--- src/rtl/wtc_pkg.sv ---
package wtc_pkg;

    typedef enum logic [1:0] {
        ACT_NONE = 2'b00,
        ACT_SET  = 2'b01,
        ACT_CLR  = 2'b10,
        ACT_TGL  = 2'b11
    } act_e;

    // Field order gives duty at the low bits, trigger at the high bits.
    typedef struct packed {
        act_e trg;
        act_e per;
        act_e duty;
    } out_act_t;

    localparam int ADDR_MODE = 0;
    localparam int ADDR_CMPA = 1;
    localparam int ADDR_CMPB = 2;
    localparam int ADDR_PER  = 3;
    localparam int ADDR_CMD  = 4;

    localparam int CMD_EN_BIT  = 0;
    localparam int CMD_DIS_BIT = 1;
    localparam int CMD_TRG_BIT = 2;

    localparam int ACT_A_LSB = 4;
    localparam int ACT_B_LSB = 12;

    function automatic logic apply_act(act_e a, logic cur);
        case (a)
            ACT_SET: return 1'b1;
            ACT_CLR: return 1'b0;
            ACT_TGL: return ~cur;
            default: return cur;
        endcase
    endfunction

endpackage

--- src/rtl/wtc_tick_sel.sv ---
module wtc_tick_sel #(
    parameter int NUM_PRESC = 4,
    parameter int SEL_W     = 3
) (
    input  logic [NUM_PRESC-1:0] presc_i,
    input  logic                 slow_i,
    input  logic [SEL_W-1:0]     sel_i,
    output logic                 tick_o
);

    always_comb begin
        tick_o = slow_i;
        for (int i = 0; i < NUM_PRESC; i++) begin
            if (sel_i == SEL_W'(i)) tick_o = presc_i[i];
        end
    end

endmodule

--- src/rtl/wtc_counter.sv ---
module wtc_counter #(
    parameter int CNT_W = 16
) (
    input  logic             clk,
    input  logic             rst_n,
    input  logic             tick_i,
    input  logic             start_i,
    input  logic             stop_i,
    input  logic             trig_i,
    input  logic [CNT_W-1:0] period_i,
    output logic [CNT_W-1:0] count_o,
    output logic             step_o,
    output logic             per_hit_o
);

    typedef struct packed {
        logic             run;
        logic [CNT_W-1:0] cnt;
    } cnt_state_t;

    cnt_state_t state_d, state_q;

    always_comb begin
        state_d   = state_q;
        step_o    = state_q.run && tick_i;
        per_hit_o = step_o && (state_q.cnt == period_i);
        if (stop_i)       state_d.run = 1'b0;
        else if (start_i) state_d.run = 1'b1;
        if (trig_i)         state_d.cnt = '0;
        else if (per_hit_o) state_d.cnt = '0;
        else if (step_o)    state_d.cnt = state_q.cnt + CNT_W'(1);
    end

    always_ff @(posedge clk or negedge rst_n) begin
        if (!rst_n) state_q <= '0;
        else        state_q <= state_d;
    end

    assign count_o = state_q.cnt;

    AST_TRIG_ZERO: assert property (@(posedge clk) disable iff (!rst_n)
        trig_i |=> (count_o == '0));

    AST_HOLD_STOPPED: assert property (@(posedge clk) disable iff (!rst_n)
        (!state_q.run && !trig_i) |=> $stable(count_o));

    AST_STEP_INC: assert property (@(posedge clk) disable iff (!rst_n)
        (state_q.run && tick_i && !trig_i && count_o != period_i)
        |=> (count_o == $past(count_o) + CNT_W'(1)));

    AST_WRAP_ZERO: assert property (@(posedge clk) disable iff (!rst_n)
        (state_q.run && tick_i && !trig_i && count_o == period_i)
        |=> (count_o == '0));

endmodule

--- src/rtl/wtc_action.sv ---
module wtc_action
    import wtc_pkg::*;
#(
    parameter int CNT_W = 16
) (
    input  logic             clk,
    input  logic             rst_n,
    input  logic             trig_i,
    input  logic             step_i,
    input  logic             per_hit_i,
    input  logic [CNT_W-1:0] count_i,
    input  logic [CNT_W-1:0] cmp_i,
    input  out_act_t         act_i,
    output logic             wave_o
);

    logic wave_d, wave_q;
    logic duty_hit;

    always_comb begin
        duty_hit = step_i && (count_i == cmp_i);
        wave_d   = wave_q;
        if (trig_i)         wave_d = apply_act(act_i.trg, wave_q);
        else if (per_hit_i) wave_d = apply_act(act_i.per, wave_q);
        else if (duty_hit)  wave_d = apply_act(act_i.duty, wave_q);
    end

    always_ff @(posedge clk or negedge rst_n) begin
        if (!rst_n) wave_q <= 1'b0;
        else        wave_q <= wave_d;
    end

    assign wave_o = wave_q;

    AST_QUIET_HOLD: assert property (@(posedge clk) disable iff (!rst_n)
        (!trig_i && !per_hit_i && !(step_i && count_i == cmp_i))
        |=> $stable(wave_o));

    AST_TRIG_SET: assert property (@(posedge clk) disable iff (!rst_n)
        (trig_i && act_i.trg == ACT_SET) |=> wave_o);

    AST_TRIG_CLR: assert property (@(posedge clk) disable iff (!rst_n)
        (trig_i && act_i.trg == ACT_CLR) |=> !wave_o);

endmodule

--- src/rtl/wave_timer_chan.sv ---
module wave_timer_chan
    import wtc_pkg::*;
#(
    parameter int CNT_W     = 16,
    parameter int NUM_PRESC = 4,
    parameter int SEL_W     = 3,
    parameter int ADDR_W    = 3,
    parameter int DATA_W    = 32
) (
    input  logic                 clk,
    input  logic                 rst_n,
    input  logic [NUM_PRESC-1:0] presc_tick_i,
    input  logic                 slow_tick_i,
    input  logic                 wr_en_i,
    input  logic [ADDR_W-1:0]    wr_addr_i,
    input  logic [DATA_W-1:0]    wr_data_i,
    output logic                 wave_a_o,
    output logic                 wave_b_o,
    output logic [CNT_W-1:0]     count_o
);

    localparam int ACT_W  = $bits(out_act_t);
    localparam int N_OUTS = 2;

    typedef struct packed {
        logic [SEL_W-1:0] sel;
        out_act_t         act_a;
        out_act_t         act_b;
        logic [CNT_W-1:0] cmp_a;
        logic [CNT_W-1:0] cmp_b;
        logic [CNT_W-1:0] per;
    } cfg_t;

    cfg_t cfg_d, cfg_q;
    logic cmd_wr, cmd_en, cmd_dis, cmd_trg;
    logic tick, step, per_hit;
    logic unused_wdata;

    assign unused_wdata = ^wr_data_i;

    always_comb begin
        cfg_d   = cfg_q;
        cmd_wr  = wr_en_i && (wr_addr_i == ADDR_W'(ADDR_CMD));
        cmd_en  = cmd_wr && wr_data_i[CMD_EN_BIT];
        cmd_dis = cmd_wr && wr_data_i[CMD_DIS_BIT];
        cmd_trg = cmd_wr && wr_data_i[CMD_TRG_BIT];
        if (wr_en_i) begin
            case (wr_addr_i)
                ADDR_W'(ADDR_MODE): begin
                    cfg_d.sel   = wr_data_i[SEL_W-1:0];
                    cfg_d.act_a = out_act_t'(wr_data_i[ACT_A_LSB +: ACT_W]);
                    cfg_d.act_b = out_act_t'(wr_data_i[ACT_B_LSB +: ACT_W]);
                end
                ADDR_W'(ADDR_CMPA): cfg_d.cmp_a = wr_data_i[CNT_W-1:0];
                ADDR_W'(ADDR_CMPB): cfg_d.cmp_b = wr_data_i[CNT_W-1:0];
                ADDR_W'(ADDR_PER):  cfg_d.per   = wr_data_i[CNT_W-1:0];
                default: ;
            endcase
        end
    end

    always_ff @(posedge clk or negedge rst_n) begin
        if (!rst_n) cfg_q <= '0;
        else        cfg_q <= cfg_d;
    end

    wtc_tick_sel #(.NUM_PRESC(NUM_PRESC), .SEL_W(SEL_W)) u_tick (
        .presc_i (presc_tick_i),
        .slow_i  (slow_tick_i),
        .sel_i   (cfg_q.sel),
        .tick_o  (tick)
    );

    wtc_counter #(.CNT_W(CNT_W)) u_cnt (
        .clk       (clk),
        .rst_n     (rst_n),
        .tick_i    (tick),
        .start_i   (cmd_en),
        .stop_i    (cmd_dis),
        .trig_i    (cmd_trg),
        .period_i  (cfg_q.per),
        .count_o   (count_o),
        .step_o    (step),
        .per_hit_o (per_hit)
    );

    logic [CNT_W-1:0] cmp_arr  [N_OUTS];
    out_act_t         act_arr  [N_OUTS];
    logic             wave_arr [N_OUTS];

    assign cmp_arr[0] = cfg_q.cmp_a;
    assign cmp_arr[1] = cfg_q.cmp_b;
    assign act_arr[0] = cfg_q.act_a;
    assign act_arr[1] = cfg_q.act_b;

    for (genvar g = 0; g < N_OUTS; g++) begin : g_out
        wtc_action #(.CNT_W(CNT_W)) u_act (
            .clk       (clk),
            .rst_n     (rst_n),
            .trig_i    (cmd_trg),
            .step_i    (step),
            .per_hit_i (per_hit),
            .count_i   (count_o),
            .cmp_i     (cmp_arr[g]),
            .act_i     (act_arr[g]),
            .wave_o    (wave_arr[g])
        );
    end

    assign wave_a_o = wave_arr[0];
    assign wave_b_o = wave_arr[1];

    AST_PER_LOAD: assert property (@(posedge clk) disable iff (!rst_n)
        (wr_en_i && wr_addr_i == ADDR_W'(ADDR_PER))
        |=> (cfg_q.per == $past(wr_data_i[CNT_W-1:0])));

endmodule

--- config.mk ---
export PLATFORM = sky130hd
export DESIGN_NAME = wave_timer_chan
export DESIGN_NICKNAME = d
export VERILOG_FILES = /design/src/rtl/wtc_pkg.sv /design/src/rtl/wtc_tick_sel.sv /design/src/rtl/wtc_counter.sv /design/src/rtl/wtc_action.sv /design/src/rtl/wave_timer_chan.sv
export SDC_FILE = /design/constraint.sdc
export NUM_CORES = 1
export LEC_CHECK = 0
export BUFFER_PORTS_ARGS = -buffer_cell sky130_fd_sc_hd__buf_2
export CORE_MARGIN = 2
export CORE_UTILIZATION = 55
export DETAILED_ROUTE_END_ITERATION = 16
export HOLD_SLACK_MARGIN = 0.05
export PLACE_DENSITY = 0.77
export SLEW_MARGIN = 20
export SYNTH_ARGS = -nofsm -noshare
export SYNTH_HDL_FRONTEND = slang
export SYNTH_SLANG_ARGS = --single-unit
--- constraint.sdc ---
create_clock -name clk -period 5.65 [get_ports clk]
set_input_delay 1.13 -clock clk [delete_from_list [all_inputs] [get_ports clk]]
set_output_delay 1.13 -clock clk [all_outputs]
set_load 0.05 [all_outputs]
==> summary.log <==
[setup_path] critical path startpoint category primary input
[clocking] TritonCTS Buffers 9
[cells_and_area] commonest cells after routing, fill and taps aside sky130_fd_sc_hd__dfrtp_1 (82), sky130_fd_sc_hd__mux2_2 (61), sky130_fd_sc_hd__buf_2 (45)
[sta] setup clock skew after layout 0.0117 ns
[power] proportion of power drawn by the clock network 24.7%
[power] switching fraction of total power 34.3%
[sta] total setup violations reported at the end of the flow 0
[power] relative contribution of combinational cells to total power 29.6%
[setup_path] Arr. time, crit path 2.99 ns
[cells_and_area] commonest non-fill, non-tap cell in the layout sky130_fd_sc_hd__dfrtp_1
[detailed_routing] number of antenna-violating nets in the routed design 0
[grt] number of global-route vias before repair 2,957
[power] cell leakage power 0.00207 uW
[floorplanning] Placeable Area 0.00777 sq mm
[setup_path] largest stage delay on the critical path 0.42 ns
[sta] Fmax achieved 363 MHz
[setup_path] critical path type primary input to flop
[yosys] dominant synthesized flop cell sky130_fd_sc_hd__dfrtp_1
[setup_path] crit path max fanout 8
[sta] fraction of the cycle the final worst path needs 48.7%
[floorplanning] vertical die dimension 93.6 microns
[yosys] number of distinct standard cells referenced by the synthesized netlist 47
[yosys] total number of yosys warnings 0
[clocking] CTS Hold Buffers Added 0
[outcome] outcome finished clean
[placement] cell count after placement 489
[yosys] most area-consuming cells after synthesis sky130_fd_sc_hd__dfrtp_1 (46%), sky130_fd_sc_hd__mux2_2 (16%), sky130_fd_sc_hd__xnor2_1 (8.7%)
[setup_path] Critical Path RT 5.89 ns
[cells_and_area] Filler cells 624
[yosys] register area share after synthesis 46.5%
[clocking] number of instances resized during post-cts repair 0
[yosys] count of mapped cells out of synthesis 378
[sta] number of endpoints with negative hold slack in the final report 0
[clocking] cell at the root of the clock tree sky130_fd_sc_hd__clkbuf_8
[detailed_routing] average wire per standard cell 18.5 microns
[floorplanning] area enclosed by the die boundary 0.00876 sq mm
[cells_and_area] share of post-route cells with drive strength above 1 33.8%
[grt] maximum number of pins on one net before global-route repair 83
[yosys] fraction of synthesized cell area taken by the top area cell type 46.5%
[power] Pwr per Cell Area 394 mW/mm^2
[clocking] clk sink count 82
[grt] global-route wire length before repair 15,000 microns
[power] internal power consumption 1250 uW
[sta] time the worst path needs with I/O delays and setup 2.75 ns
[floorplanning] I/O pin total 61
[clocking] clock edge transition at the registers on the reported setup and hold paths 0.07 ns
[clocking] buffer count from post-CTS setup fixing 0
[placement] total half-perimeter wirelength after legalization and detailed placement 6800 microns
[power] Peak supply drop 0.189 mV
[detailed_routing] first-iteration detailed-routing DRC count 162
[clocking] clock network latency to the later pin of the worst-skew pair 0.36 ns
[yosys] Netlist Area Pre-Place 0.00442 sq mm
[detailed_routing] final WL 9310 microns
[placement] GP Congestion 0.884
[yosys] share of flip-flops with an asynchronous set or reset after synthesis 100%
[floorplanning] initial core utilization 56.8%
[grt] overflow left after global routing 0
[grt] initial antenna violation count 0
[cells_and_area] relative area change from synthesis to final layout 9.10%
[sta] sum of negative setup slack 0 ns
[setup_path] crit path capture type flop
[sta] slew at the pin with the worst max-slew slack 1.01 ns
[clocking] CTS Buffer Depth 2
[power] relative contribution of sequential cells to total power 45.7%
[flow_run] count of max-cap constraint violations 0
[sta] hold slack 0.531 ns
[placement] # port buffers 46
[grt] global routing usage summed across all routing layers 22.8%
[yosys] number of enable-type register cells in the synthesized netlist 0
[detailed_routing] via count 2,824
[yosys] Post-Synthesis Net Count 430
[setup_path] cell with the largest stage delay on the worst path sky130_fd_sc_hd__nor4_1
[yosys] mean post-synth cell area 11.7 sq um
[sta] Max Slew Vio Count 0
[yosys] dominant cell type by area after synthesis sky130_fd_sc_hd__dfrtp_1
[floorplanning] count of standard-cell rows 32
[cells_and_area] filler-free cell count of the finished design 504
[sta] setup repair after global routing missed its margin no
[setup_path] worst path cell trace buf_2 > and4bb_1 > nand2_1 > o21ai_0 > nor4_1 > a221oi_1 > mux2_2
[clocking] maximum level of the CTS H-tree 3
[detailed_routing] total DRC errors in the routed layout 0
[cells_and_area] Post-layout nets 450
[floorplanning] overall die width 93.6 microns
[detailed_routing] First-pass DRT Iterations 4
[yosys] flop and latch count out of synthesis 82
[cells_and_area] total inserted antenna cells 0
[detailed_routing] via density per instance 5.60
[sta] Rel. slew slack 32.2%
[hold_path] type of the worst min-delay path flop to flop
[clocking] TritonCTS clock tree built
[power] switching power summed over all nets 652 uW
critical path, delay by kind of cell:
| kind | cells | cell delay [ns] |
|---|---|---|
| buffers and inverters | 1 | 0.16 |
| and+or+nand+nor | 3 | 0.99 |
| AOI/OAI and AO/OA | 2 | 0.42 |
| muxes | 1 | 0.29 |
area by class of cell:
| cell class | instances | area [sq um] | area share [%] |
|---|---|---|---|
| clock buffer | 13 | 159 | 3.30 |
| clock inverter | 2 | 60.1 | 1.25 |
| inverter | 6 | 22.5 | 0.468 |
| multi-input combinational | 249 | 2130 | 44.2 |
| sequential | 82 | 2050 | 42.6 |
| tap | 102 | 128 | 2.65 |
| timing repair buffer | 50 | 267 | 5.53 |
power by group through the flow:
stage          Combinational (uW)  Clock (uW)  Sequential (uW)
6_report                      563         469              868
3_5_place_dp                  562           0              879
5_1_grt                       613         497              887
4_1_cts                       567         478              867
3_3_place_gp                  548           0              867
2_1_floorplan                 501           0              827
layer usage:
layer  global-route usage, %  wire [microns]  up-vias
met1                    29.9            4180     1410
met2                    37.3            4510       67
met3                    3.87             416       17
met5                       0               0        -
met4                    10.1             215        0
li1                        -               -     1330
flip-flops by register name, indices dropped and copies added (netlist names):
signal and flops:
u_cnt.count_o 16, cfg_q 51, g_out.u_act.wave_o 2, act_arr 12, u_cnt.state_q 1
cells in the mapped netlist (3+ instances only):
| cell type | instances |
|---|---|
| sky130_fd_sc_hd__buf_2 | 9 |
| sky130_fd_sc_hd__nor2_1 | 20 |
| sky130_fd_sc_hd__nor3_1 | 7 |
| sky130_fd_sc_hd__nand3_1 | 5 |
| sky130_fd_sc_hd__nand4_1 | 10 |
| sky130_fd_sc_hd__inv_1 | 6 |
| sky130_fd_sc_hd__nor3b_1 | 3 |
| sky130_fd_sc_hd__xor2_1 | 14 |
| sky130_fd_sc_hd__dfrtp_1 | 82 |
| sky130_fd_sc_hd__nand2_1 | 13 |
| sky130_fd_sc_hd__ha_1 | 9 |
| sky130_fd_sc_hd__o21ai_0 | 8 |
| sky130_fd_sc_hd__mux2i_1 | 6 |
| sky130_fd_sc_hd__clkbuf_1 | 12 |
| sky130_fd_sc_hd__xnor2_1 | 44 |
| sky130_fd_sc_hd__buf_6 | 3 |
| sky130_fd_sc_hd__xnor2_2 | 3 |
| sky130_fd_sc_hd__mux2_2 | 61 |
| sky130_fd_sc_hd__nor4_1 | 6 |
| sky130_fd_sc_hd__a21oi_1 | 8 |
| sky130_fd_sc_hd__buf_4 | 16 |
kinds of logic (layout without fill, tap and decap cells):
group	Yosys count	in the layout	synth area share, %
xor gates and xnor gates	61	61	12.6
and+or+nand+nor	88	88	11.9
muxes	68	68	17.2
AOI/OAI and AO/OA	23	23	3.15
buffers and inverters	47	71	6.12
DFF	82	82	46.5
adders and majority gates	9	9	2.55
worst paths after layout:
check / startpoint / end / slack (ns) / cells after the start
max reg2reg: u_cnt.count_o[11]$_DFFE_PN0P_ / g_out[1].u_act.wave_o$_DFFE_PN0P_ / 3.12 / 6
max in group asynchronous: rst_n / cfg_q[26]$_DFFE_PN0P_ / 4.31 / 1
min reg2reg: cfg_q[35]$_DFFE_PN0P_ / cfg_q[35]$_DFFE_PN0P_ / 0.53 / 1
min in group asynchronous: rst_n / u_cnt.count_o[10]$_DFFE_PN0P_ / 0.80 / 1
max: wr_addr_i[0] / g_out[0].u_act.wave_o$_DFFE_PN0P_ / 2.90 / 7
min: cfg_q[35]$_DFFE_PN0P_ / cfg_q[35]$_DFFE_PN0P_ / 0.53 / 1
metrics by stage:
step | worst slack, ns | utilization (%) | power [uW] | area, sq um
floorplan | 3.01 | - | 1330 | 4420
global placement | 2.62 | 59.1 | 1410 | 4590
detailed placement | 2.55 | 59.1 | 1440 | 4590
CTS | 2.91 | 62.0 | 1910 | 4810
global route | 2.79 | 62.0 | 2000 | 4820
finish | 2.90 | 62.0 | 1900 | 4820
(Power assumes the default switching activity.)
